[src/rtl/lsg_pkg.sv]
// Package: shared types and generator arithmetic for the lane stress generator.
// Assumes a 32-bit Galois register shifting right; a zero state is never used.
package lsg_pkg;

    localparam int          GEN_W    = 32;
    localparam logic [31:0] GEN_POLY = 32'hA300_0000;
    localparam logic [31:0] GEN_DFLT = 32'h0000_0001;

    typedef enum logic [1:0] {
        ST_IDLE = 2'd0,
        ST_WR   = 2'd1,
        ST_RD   = 2'd2
    } lsg_state_t;

    // One Galois step: shift right, fold feedback mask when the bit shifted out is 1.
    function automatic logic [GEN_W-1:0] gen_next(input logic [GEN_W-1:0] s);
        return s[0] ? ((s >> 1) ^ GEN_POLY) : (s >> 1);
    endfunction

    // Replace a zero seed with the default so the register cannot lock up.
    function automatic logic [GEN_W-1:0] seed_fix(input logic [GEN_W-1:0] s);
        return (s == '0) ? GEN_DFLT : s;
    endfunction

endpackage

[src/rtl/lsg_gen.sv]
// Module: one pattern stream with a bookmark.
// 'cur' is the live state. 'mark' holds the state from the start of the current
// pass's writes. A swap rewinds the live state for the read-back and parks the
// post-write state in mark, so the next pass continues from it.
// Assumes load, swap and step are never requested in a way that needs more than
// the fixed priority load > swap > step.
module lsg_gen
    import lsg_pkg::*;
(
    input  logic             clk,
    input  logic             rst_n,
    input  logic             load,
    input  logic [GEN_W-1:0] seed,
    input  logic             step,
    input  logic             swap,
    output logic [GEN_W-1:0] cur
);
    logic [GEN_W-1:0] live_q;
    logic [GEN_W-1:0] mark_q;

    // Update live and bookmark states.
    always_ff @(posedge clk) begin
        if (!rst_n) begin
            live_q <= GEN_DFLT;
            mark_q <= GEN_DFLT;
        end else if (load) begin
            live_q <= seed_fix(seed);
            mark_q <= seed_fix(seed);
        end else if (swap) begin
            live_q <= mark_q;
            mark_q <= gen_next(live_q);
        end else if (step) begin
            live_q <= gen_next(live_q);
        end
    end

    assign cur = live_q;

    // the generator state never collapses to zero.
    p_gen_nonzero_r6: assert property (@(posedge clk) disable iff (!rst_n)
        live_q != '0 && mark_q != '0);

endmodule

[src/rtl/lsg_pattern.sv]
// Module: builds one data word from the two stream states.
// Within every byte, the bit at the victim position takes the victim stream and
// all other bits take the aggressor stream. Bit i uses stream bit i mod 32.
// Purely combinational.
module lsg_pattern
    import lsg_pkg::*;
#(
    parameter int DATA_W = 64
)(
    input  logic [GEN_W-1:0]  vic_state,
    input  logic [GEN_W-1:0]  agg_state,
    input  logic [2:0]        victim,
    output logic [DATA_W-1:0] word
);
    for (genvar i = 0; i < DATA_W; i++) begin : g_bit
        localparam logic [2:0] POS = 3'(i % 8);
        localparam int         SRC = i % GEN_W;
        // Pick the source stream for this bit.
        assign word[i] = (victim == POS) ? vic_state[SRC] : agg_state[SRC];
    end

endmodule

[src/rtl/lsg_lane_chk.sv]
// Module: per-lane compare with sticky failure flags.
// A lane is flagged when any of its eight bits differs on a checked word.
// The flags are cleared by 'clear' and otherwise only ever set.
module lsg_lane_chk #(
    parameter int LANES = 8
)(
    input  logic               clk,
    input  logic               rst_n,
    input  logic               clear,
    input  logic               check_en,
    input  logic [8*LANES-1:0] got,
    input  logic [8*LANES-1:0] exp,
    output logic [LANES-1:0]   fail
);
    logic [LANES-1:0] fail_q;

    for (genvar j = 0; j < LANES; j++) begin : g_lane
        // Accumulate the mismatch of lane j.
        always_ff @(posedge clk) begin
            if (!rst_n || clear)
                fail_q[j] <= 1'b0;
            else if (check_en && (got[8*j +: 8] != exp[8*j +: 8]))
                fail_q[j] <= 1'b1;
        end
    end

    assign fail = fail_q;

    // flags are sticky; without clear a set flag stays set.
    p_sticky_r7: assert property (@(posedge clk) disable iff (!rst_n)
        !clear |=> (fail_q & $past(fail_q)) == $past(fail_q));

endmodule

[src/rtl/lane_stress_gen.sv]
// Module: top of the bit-lane stress generator.
// Runs write/read/verify passes over one cache line. The victim bit position
// rotates every pass. The memory side accepts one request per granted cycle and
// returns read data in request order. Only one run is in flight at a time.
module lane_stress_gen
    import lsg_pkg::*;
#(
    parameter int LINE_W = 26,
    parameter int WORDS  = 8,
    parameter int LANES  = 8,
    parameter int LOOP_W = 8
)(
    input  logic                           clk,
    input  logic                           rst_n,
    input  logic                           start,
    input  logic [LINE_W-1:0]              line_addr,
    input  logic [LOOP_W-1:0]              loop_cnt,
    input  logic [31:0]                    seed_vic,
    input  logic [31:0]                    seed_agg,
    output logic                           mem_req,
    output logic                           mem_we,
    output logic [LINE_W+$clog2(WORDS)-1:0] mem_addr,
    output logic [8*LANES-1:0]             mem_wdata,
    input  logic                           mem_gnt,
    input  logic                           rd_valid,
    input  logic [8*LANES-1:0]             rd_data,
    output logic                           busy,
    output logic                           done,
    output logic [LANES-1:0]               fail_mask
);
    localparam int          DATA_W   = 8 * LANES;
    localparam int          IDX_W    = $clog2(WORDS);
    localparam logic [IDX_W:0] CNT_LAST = (IDX_W+1)'(WORDS - 1);
    localparam logic [IDX_W:0] CNT_ALL  = (IDX_W+1)'(WORDS);

    lsg_state_t         st_q, st_d;
    logic [LINE_W-1:0]  line_q;
    logic [LOOP_W-1:0]  passes_q;
    logic [LOOP_W-1:0]  pass_q;
    logic [2:0]         vic_q;
    logic [IDX_W:0]     widx_q;
    logic [IDX_W:0]     ridx_q;
    logic [IDX_W:0]     rcnt_q;
    logic               done_q;

    logic               go;
    logic               wr_fire, wr_last, rd_fire, rsp, rsp_last, pass_last;
    logic [GEN_W-1:0]   vic_state, agg_state;
    logic [DATA_W-1:0]  pat_word;

    // Decode the events of this cycle.
    always_comb begin
        go        = start && (st_q == ST_IDLE);
        wr_fire   = (st_q == ST_WR) && mem_gnt;
        wr_last   = wr_fire && (widx_q == CNT_LAST);
        rd_fire   = (st_q == ST_RD) && (ridx_q != CNT_ALL) && mem_gnt;
        rsp       = (st_q == ST_RD) && rd_valid;
        rsp_last  = rsp && (rcnt_q == CNT_LAST);
        pass_last = (pass_q == passes_q - LOOP_W'(1));
    end

    // Next-state selection of the pass sequencer.
    always_comb begin
        st_d = st_q;
        unique case (st_q)
            ST_IDLE: if (go)       st_d = ST_WR;
            ST_WR:   if (wr_last)  st_d = ST_RD;
            ST_RD:   if (rsp_last) st_d = pass_last ? ST_IDLE : ST_WR;
            default:               st_d = ST_IDLE;
        endcase
    end

    // Sequencer state, run parameters and word counters.
    always_ff @(posedge clk) begin
        if (!rst_n) begin
            st_q     <= ST_IDLE;
            line_q   <= '0;
            passes_q <= LOOP_W'(1);
            pass_q   <= '0;
            vic_q    <= '0;
            widx_q   <= '0;
            ridx_q   <= '0;
            rcnt_q   <= '0;
            done_q   <= 1'b0;
        end else begin
            st_q   <= st_d;
            done_q <= rsp_last && pass_last;
            if (go) begin
                line_q   <= line_addr;
                passes_q <= (loop_cnt == '0) ? LOOP_W'(1) : loop_cnt;
                pass_q   <= '0;
                vic_q    <= '0;
                widx_q   <= '0;
            end
            if (wr_fire)
                widx_q <= wr_last ? '0 : widx_q + 1'b1;
            if (wr_last) begin
                ridx_q <= '0;
                rcnt_q <= '0;
            end
            if (rd_fire)
                ridx_q <= ridx_q + 1'b1;
            if (rsp)
                rcnt_q <= rcnt_q + 1'b1;
            if (rsp_last && !pass_last) begin
                pass_q <= pass_q + 1'b1;
                vic_q  <= vic_q + 1'b1;
            end
        end
    end

    lsg_gen u_vic (
        .clk   (clk),
        .rst_n (rst_n),
        .load  (go),
        .seed  (seed_vic),
        .step  ((wr_fire && !wr_last) || rsp),
        .swap  (wr_last),
        .cur   (vic_state)
    );

    lsg_gen u_agg (
        .clk   (clk),
        .rst_n (rst_n),
        .load  (go),
        .seed  (seed_agg),
        .step  ((wr_fire && !wr_last) || rsp),
        .swap  (wr_last),
        .cur   (agg_state)
    );

    lsg_pattern #(.DATA_W(DATA_W)) u_pat (
        .vic_state (vic_state),
        .agg_state (agg_state),
        .victim    (vic_q),
        .word      (pat_word)
    );

    lsg_lane_chk #(.LANES(LANES)) u_chk (
        .clk      (clk),
        .rst_n    (rst_n),
        .clear    (go),
        .check_en (rsp),
        .got      (rd_data),
        .exp      (pat_word),
        .fail     (fail_mask)
    );

    // Drive the memory request from the sequencer state.
    always_comb begin
        mem_req   = (st_q == ST_WR) || ((st_q == ST_RD) && (ridx_q != CNT_ALL));
        mem_we    = (st_q == ST_WR);
        mem_addr  = {line_q, (st_q == ST_WR) ? widx_q[IDX_W-1:0] : ridx_q[IDX_W-1:0]};
        mem_wdata = pat_word;
    end

    assign busy = (st_q != ST_IDLE);
    assign done = done_q;

    // an ungranted request holds address and direction.
    p_req_hold_r9: assert property (@(posedge clk) disable iff (!rst_n)
        mem_req && !mem_gnt |=> mem_req && $stable(mem_addr) && $stable(mem_we));

    // an ungranted write holds its data.
    p_wdata_hold_r9: assert property (@(posedge clk) disable iff (!rst_n)
        mem_req && mem_we && !mem_gnt |=> $stable(mem_wdata));

    // completion is a single pulse seen while idle.
    p_done_idle_r8: assert property (@(posedge clk) disable iff (!rst_n)
        done |-> !busy);

    p_done_pulse_r8: assert property (@(posedge clk) disable iff (!rst_n)
        done |=> !done);

    // an accepted start makes the block busy in the next cycle.
    p_busy_start_r2: assert property (@(posedge clk) disable iff (!rst_n)
        start && !busy |=> busy);

    // the victim position advances by one at each new pass.
    p_victim_step_r5: assert property (@(posedge clk) disable iff (!rst_n)
        (st_q == ST_RD && st_d == ST_WR) |=> vic_q == $past(vic_q) + 3'd1);

    // a new run begins with a clear failure mask.
    p_mask_clear_r7: assert property (@(posedge clk) disable iff (!rst_n)
        $rose(busy) |-> fail_mask == '0);

endmodule

[config.mk]
export PLATFORM = sky130hd
export DESIGN_NAME = lane_stress_gen
export DESIGN_NICKNAME = d
export VERILOG_FILES = /design/src/rtl/lsg_pkg.sv /design/src/rtl/lsg_gen.sv /design/src/rtl/lsg_pattern.sv /design/src/rtl/lsg_lane_chk.sv /design/src/rtl/lane_stress_gen.sv
export SDC_FILE = /design/constraint.sdc
export NUM_CORES = 1
export LEC_CHECK = 0
export ABC_AREA = 1
export BUFFER_PORTS_ARGS = -buffer_cell sky130_fd_sc_hd__buf_2
export CAP_MARGIN = 25
export CORE_MARGIN = 2
export CORE_UTILIZATION = 54
export CTS_CLUSTER_SIZE = 25
export DETAILED_ROUTE_END_ITERATION = 16
export HOLD_SLACK_MARGIN = 0.03
export PLACE_DENSITY_LB_ADDON = 0.2
export REMOVE_ABC_BUFFERS = 1
export SLEW_MARGIN = 20
export SYNTH_ARGS = -nofsm -noshare
export SYNTH_HDL_FRONTEND = slang
export SYNTH_SLANG_ARGS = --single-unit
[constraint.sdc]
create_clock -name clk -period 2.7 [get_ports clk]
set_clock_uncertainty 0.15 [all_clocks]
set_input_delay 0.54 -clock clk [delete_from_list [all_inputs] [get_ports clk]]
set_output_delay 0.54 -clock clk [all_outputs]
set_load 0.02 [all_outputs]
* After elaboration in Yosys (flattened, before gate mapping)
Index checks and enable logic that the tools add are counted.
Storage, ports and cells: register bits after elaboration 196, input bits 167, logic and storage cells 153
Operators by class: $add $sub $neg 6, equality and inequality tests 24, multiplexer cells 63, bitwise operators 2, reductions and logical operators 37
Operator list (number):
- 32-bit 2-to-1 mux | 14
- 32-bit logical NOT | 2
- 8-bit != test | 8
- 1-bit 2-to-1 mux | 33
- 4-bit 2-to-1 mux | 6
- 8-bit 2-to-1 mux | 3
- 1-bit logical AND | 18
- 4-bit by 1-bit adder with 4-bit output, second input constant | 3
- 3-bit equality test, second input constant | 4
- 2-bit nonzero test | 6
- 3-bit 2-to-1 mux | 3
- 8-bit by 1-bit adder with 8-bit output, second input constant | 1
- 4-bit by 3-bit equality test with 1-bit output, second input constant | 2
- 8-bit equality test | 1
- 8-bit logical NOT | 1
- 3-bit NOT with 4-bit output | 2
- 8-bit by 1-bit subtractor with 8-bit output, second input constant | 1
- 3-bit by 2-bit equality test with 1-bit output, second input constant | 2
- 2-bit 2-to-1 mux | 3
- 2-bit one-hot mux with 3 select lines | 1
- 2-bit by 1-bit != test with 1-bit output, second input constant | 2
- 4-bit != test, second input constant | 1
- 3-bit by 1-bit adder with 3-bit output, second input constant | 1
- 3-bit by 1-bit equality test with 1-bit output, second input constant | 1
- 9 further kinds | 13

* Depth between registers and ports, before layout
word-level depth 9, mapped depth 15, depth with buffers taken out 14

* By module
From an unflattened synthesis, not the netlist that was laid out.
Second synthesis, totals: cells, all modules 1697, area total of the unflattened synthesis 11718.7 um^2
Modules (own cells, without submodules):
- lsg_gen | instances 2, cells an instance 428, area an instance 3255.6 um^2
- lane_stress_gen | instances 1, cells an instance 410, area an instance 2939.1 um^2
- lsg_lane_chk | instances 1, cells an instance 283, area an instance 1370.1 um^2
- lsg_pattern | instances 1, cells an instance 148, area an instance 898.4 um^2

* Least setup slack after synthesis
No wires, ideal clock.
kind register to output, start point reg vic_q[0], end point out mem_wdata[47], arrival time 1.800 ns, required time 2.010 ns, slack 0.210 ns, cell stages (with the launch flop) 5, buffers on the path 1, cells stage by stage dfxtp_1 > ha_1 > ha_1 > o21ai_0 > buf_4
Between the ends: word-level cells in the longest chain between the ends 2
RTL lines:
- start, declared | line lane_stress_gen.sv:40 | logic [2:0] vic_q;
- start signal, assigned | line lane_stress_gen.sv:107 | vic_q <= vic_q + 1'b1;
- 3-bit equality test
- 1-bit 2-to-1 mux
- end, declared | line lane_stress_gen.sv:23 | output logic [8*LANES-1:0] mem_wdata,
No other way between the ends.

* Worst setup path after layout
start point reg vic_q[0], end point out mem_wdata[3]
Between the ends: word-level cells in the longest chain between the ends 2
RTL lines:
- 3-bit by 2-bit equality test with 1-bit output | line lsg_pattern.sv:19 | assign word[i] = (victim == POS) ? vic_state[SRC] : agg_state[SRC];
- 1-bit 2-to-1 mux | line lsg_pattern.sv:19
No other way between the ends.

==> run metrics <==
CTS Buf Count=17; site row count=50; IO Port Bufs=271; width of the die=143 um; #FFs+latches synth=196; Final Non-Filler Cells=1907; Routed wire per std cell=16.8 um; clock share of power=36.3%; Worst-Margin Slew=0.944 ns; first-pass GRT wire length=49.7 mm; DIE HEIGHT=143 um; largest net degree at the start of global routing=81; max_cap viols=0; initial antenna violation count=0; R2R setup slack=0.34 ns; Internal=5.15 mW; Slew headroom=37.1%; element type at the critical path end=output pin; Clk Latency, worst-skew pair=0.45 ns; Setup crit start kind=flop; Cells after DPL=1875; Async SR Flop Fraction=0%; Cells after Synth=1435; most frequent cells in the layout=nand2_1, buf_2, dfxtp_1; Crit Path Category=reg -> out; Mapped Area=0.0104 sq mm; drt first pass iters=5; Yosys cell types=38; most common cell after layout, fill and taps aside=nand2_1; via count=10.7k; Final Instance Area=0.0125 sq mm; Post-synth EDFFs=0; Switching Fraction=30.7%; Detailed Place HPWL=21.8 mm; final wirelength=32.0 mm; Ports=272; post-CTS setup buffers=0; DRT iter0 DRCs=815; Layout area overhead=19.4%; share of cells above drive strength 1=23.6%; die area=0.0205 sq mm; Period minus WS final=2.64 ns; status=completed; post-synthesis sequential area ratio=37.6%; post-layout util=66.2%; NetSw=2.28 mW; number of vias per cell=5.60; Synth top area share=37.6%; CTS tree=yes; GRT Util Overall=30.7%; CP Max Fanout=6; worst hold path class=in -> reg; Lkg Pwr=5.78 nW; # DRC=0; Comb power frac=20.0%; sequential power share=43.8%; # diodes=0; arrival time at the worst endpoint=1.95 ns; worst-case clock buffer depth=2; f_max=379 MHz; final hold violations=0; fin nets=1813; vias in the first global route=9732; worst vdd ir=0.463 mV; clk sink count=196; Syn Area/Cell=7.27 sq um; Ys Warns=0; number of fill cells=1663; core area=0.0188 sq mm; fin. max-slew vios=0; Final Setup Violations=0; pwr/cell area=596 mW/mm^2; RSZ-0062 raised after global routing=yes; final setup TNS=0 ns; top cells by area, synth=dfxtp_1, nand2_1, inv_1; Final ANT Viol Nets=0; Placed Area=0.0118 sq mm; Reg clk slew, reported paths=0.07 ns; Clock Tree Root=clkbuf_16; fin crit share=97.7%; grt ovf=0; dominant cell type by area after synthesis=dfxtp_1; initial core utilization=55.4%; Worst Path Required=2.01 ns; H-tree lvl count=4; ys flop type=dfxtp_1; GP Congestion=0.876
## stage by stage
stage	hold slack, ns	setup WS [ns]	power, mW
after global placement	0.300	0.193	4.74
after global routing	0.151	-0.00875	7.70
final	0.167	0.0622	7.43
after detailed placement	0.303	0.194	4.76
after CTS	0.154	0.00429	7.42
after floorplan	0.285	-0.911	4.17
## critical path, stage by stage, from the launching register on
cell and delay [ns]:
dfxtp_1 0.38, ha_1 0.26, ha_4 0.24, buf_4 0.17, nand2_1 0.07, o21ai_2 0.15
buf_2 0.23
## Yosys cell counts (all sizes together), types with 2 or more instances
cell and n:
nand2 296, a22oi 2, nor4 3, xnor2 34, a31oi 20, buf 71
xor2 35, a21oi 33, dfxtp 196, o2111ai 35, or2 15, nand3 45
nor3 8, nor2 134, o21ai 132, nand3b 4, a22o 27, o211ai 63
inv 143, clkbuf 46, o22ai 55, ha 12, nand4 20
## state kept, by name, indices dropped and copies added (netlist names), 8 cells and up
signal,flops
u_chk.fail,8
line_q,26
u_vic.mark_q,32
u_agg.cur,32
passes_q,8
u_agg.mark_q,32
u_vic.cur,32
pass_q,8
## path summary, 6_finish.rpt
kind / end / cells past startpoint / from
hold reg to reg: u_chk.fail[7]$_SDFFE_PP0P_ / 2 / u_chk.fail[7]$_SDFFE_PP0P_
setup / recovery: mem_wdata[3] / 6 / vic_q[0]$_SDFFE_PN0P_
hold / removal: line_q[25]$_SDFFE_PN0P_ / 2 / line_addr[25]
setup reg to reg: st_q[0]$_SDFFE_PN0P_ / 11 / passes_q[0]$_SDFFE_PN1P_
## layout make-up
| cell class | instances | area [sq um] | share of cell area, % |
|---|---|---|---|
| clock buffers | 19 | 443 | 3.55 |
| clock inverters | 13 | 171 | 1.38 |
| inverters | 144 | 543 | 4.36 |
| multi-input cells | 978 | 5440 | 43.7 |
| flip-flops and latches | 196 | 3920 | 31.5 |
| well taps | 260 | 325 | 2.61 |
| repair buffers | 297 | 1610 | 13.0 |
## repair_timing
| item | 4_1_cts | 5_1_grt |
|---|---|---|
| hold buffers | 0 | 0 |
| hold endpoints to repair | 0 | 0 |
| setup endpoints to repair | 38 | 50 |
| resized for setup | 17 | 12 |
## cells by family after synthesis
family,Yosys count,synth area share (%)
compound gates,372,23.1
buf+inv,261,11.3
xor+xnor,69,5.79
simple gates,525,20.8
fa+ha+maj,12,1.44
flops,196,37.6
## power groups by stage
| stage | Combinational [mW] | Clock [mW] | Sequential [mW] |
|---|---|---|---|
| after floorplan | 0.873 | 0 | 3.30 |
| after global placement | 1.44 | 0 | 3.30 |
| after detailed placement | 1.45 | 0 | 3.31 |
| after CTS | 1.47 | 2.71 | 3.24 |
| after global routing | 1.62 | 2.81 | 3.27 |
| final | 1.48 | 2.69 | 3.25 |
## per-layer routing
layer / track usage, % / part of all wire, % / up-vias
li1: - / - / 5223
met1: 41.6 / 42 / 4904
met3: 6.34 / 9.0 / 43
met5: 0 / 0 / -
met2: 49.0 / 47 / 503
met4: 10.2 / 1.9 / 0
Power figures use the tool's default switching activity.
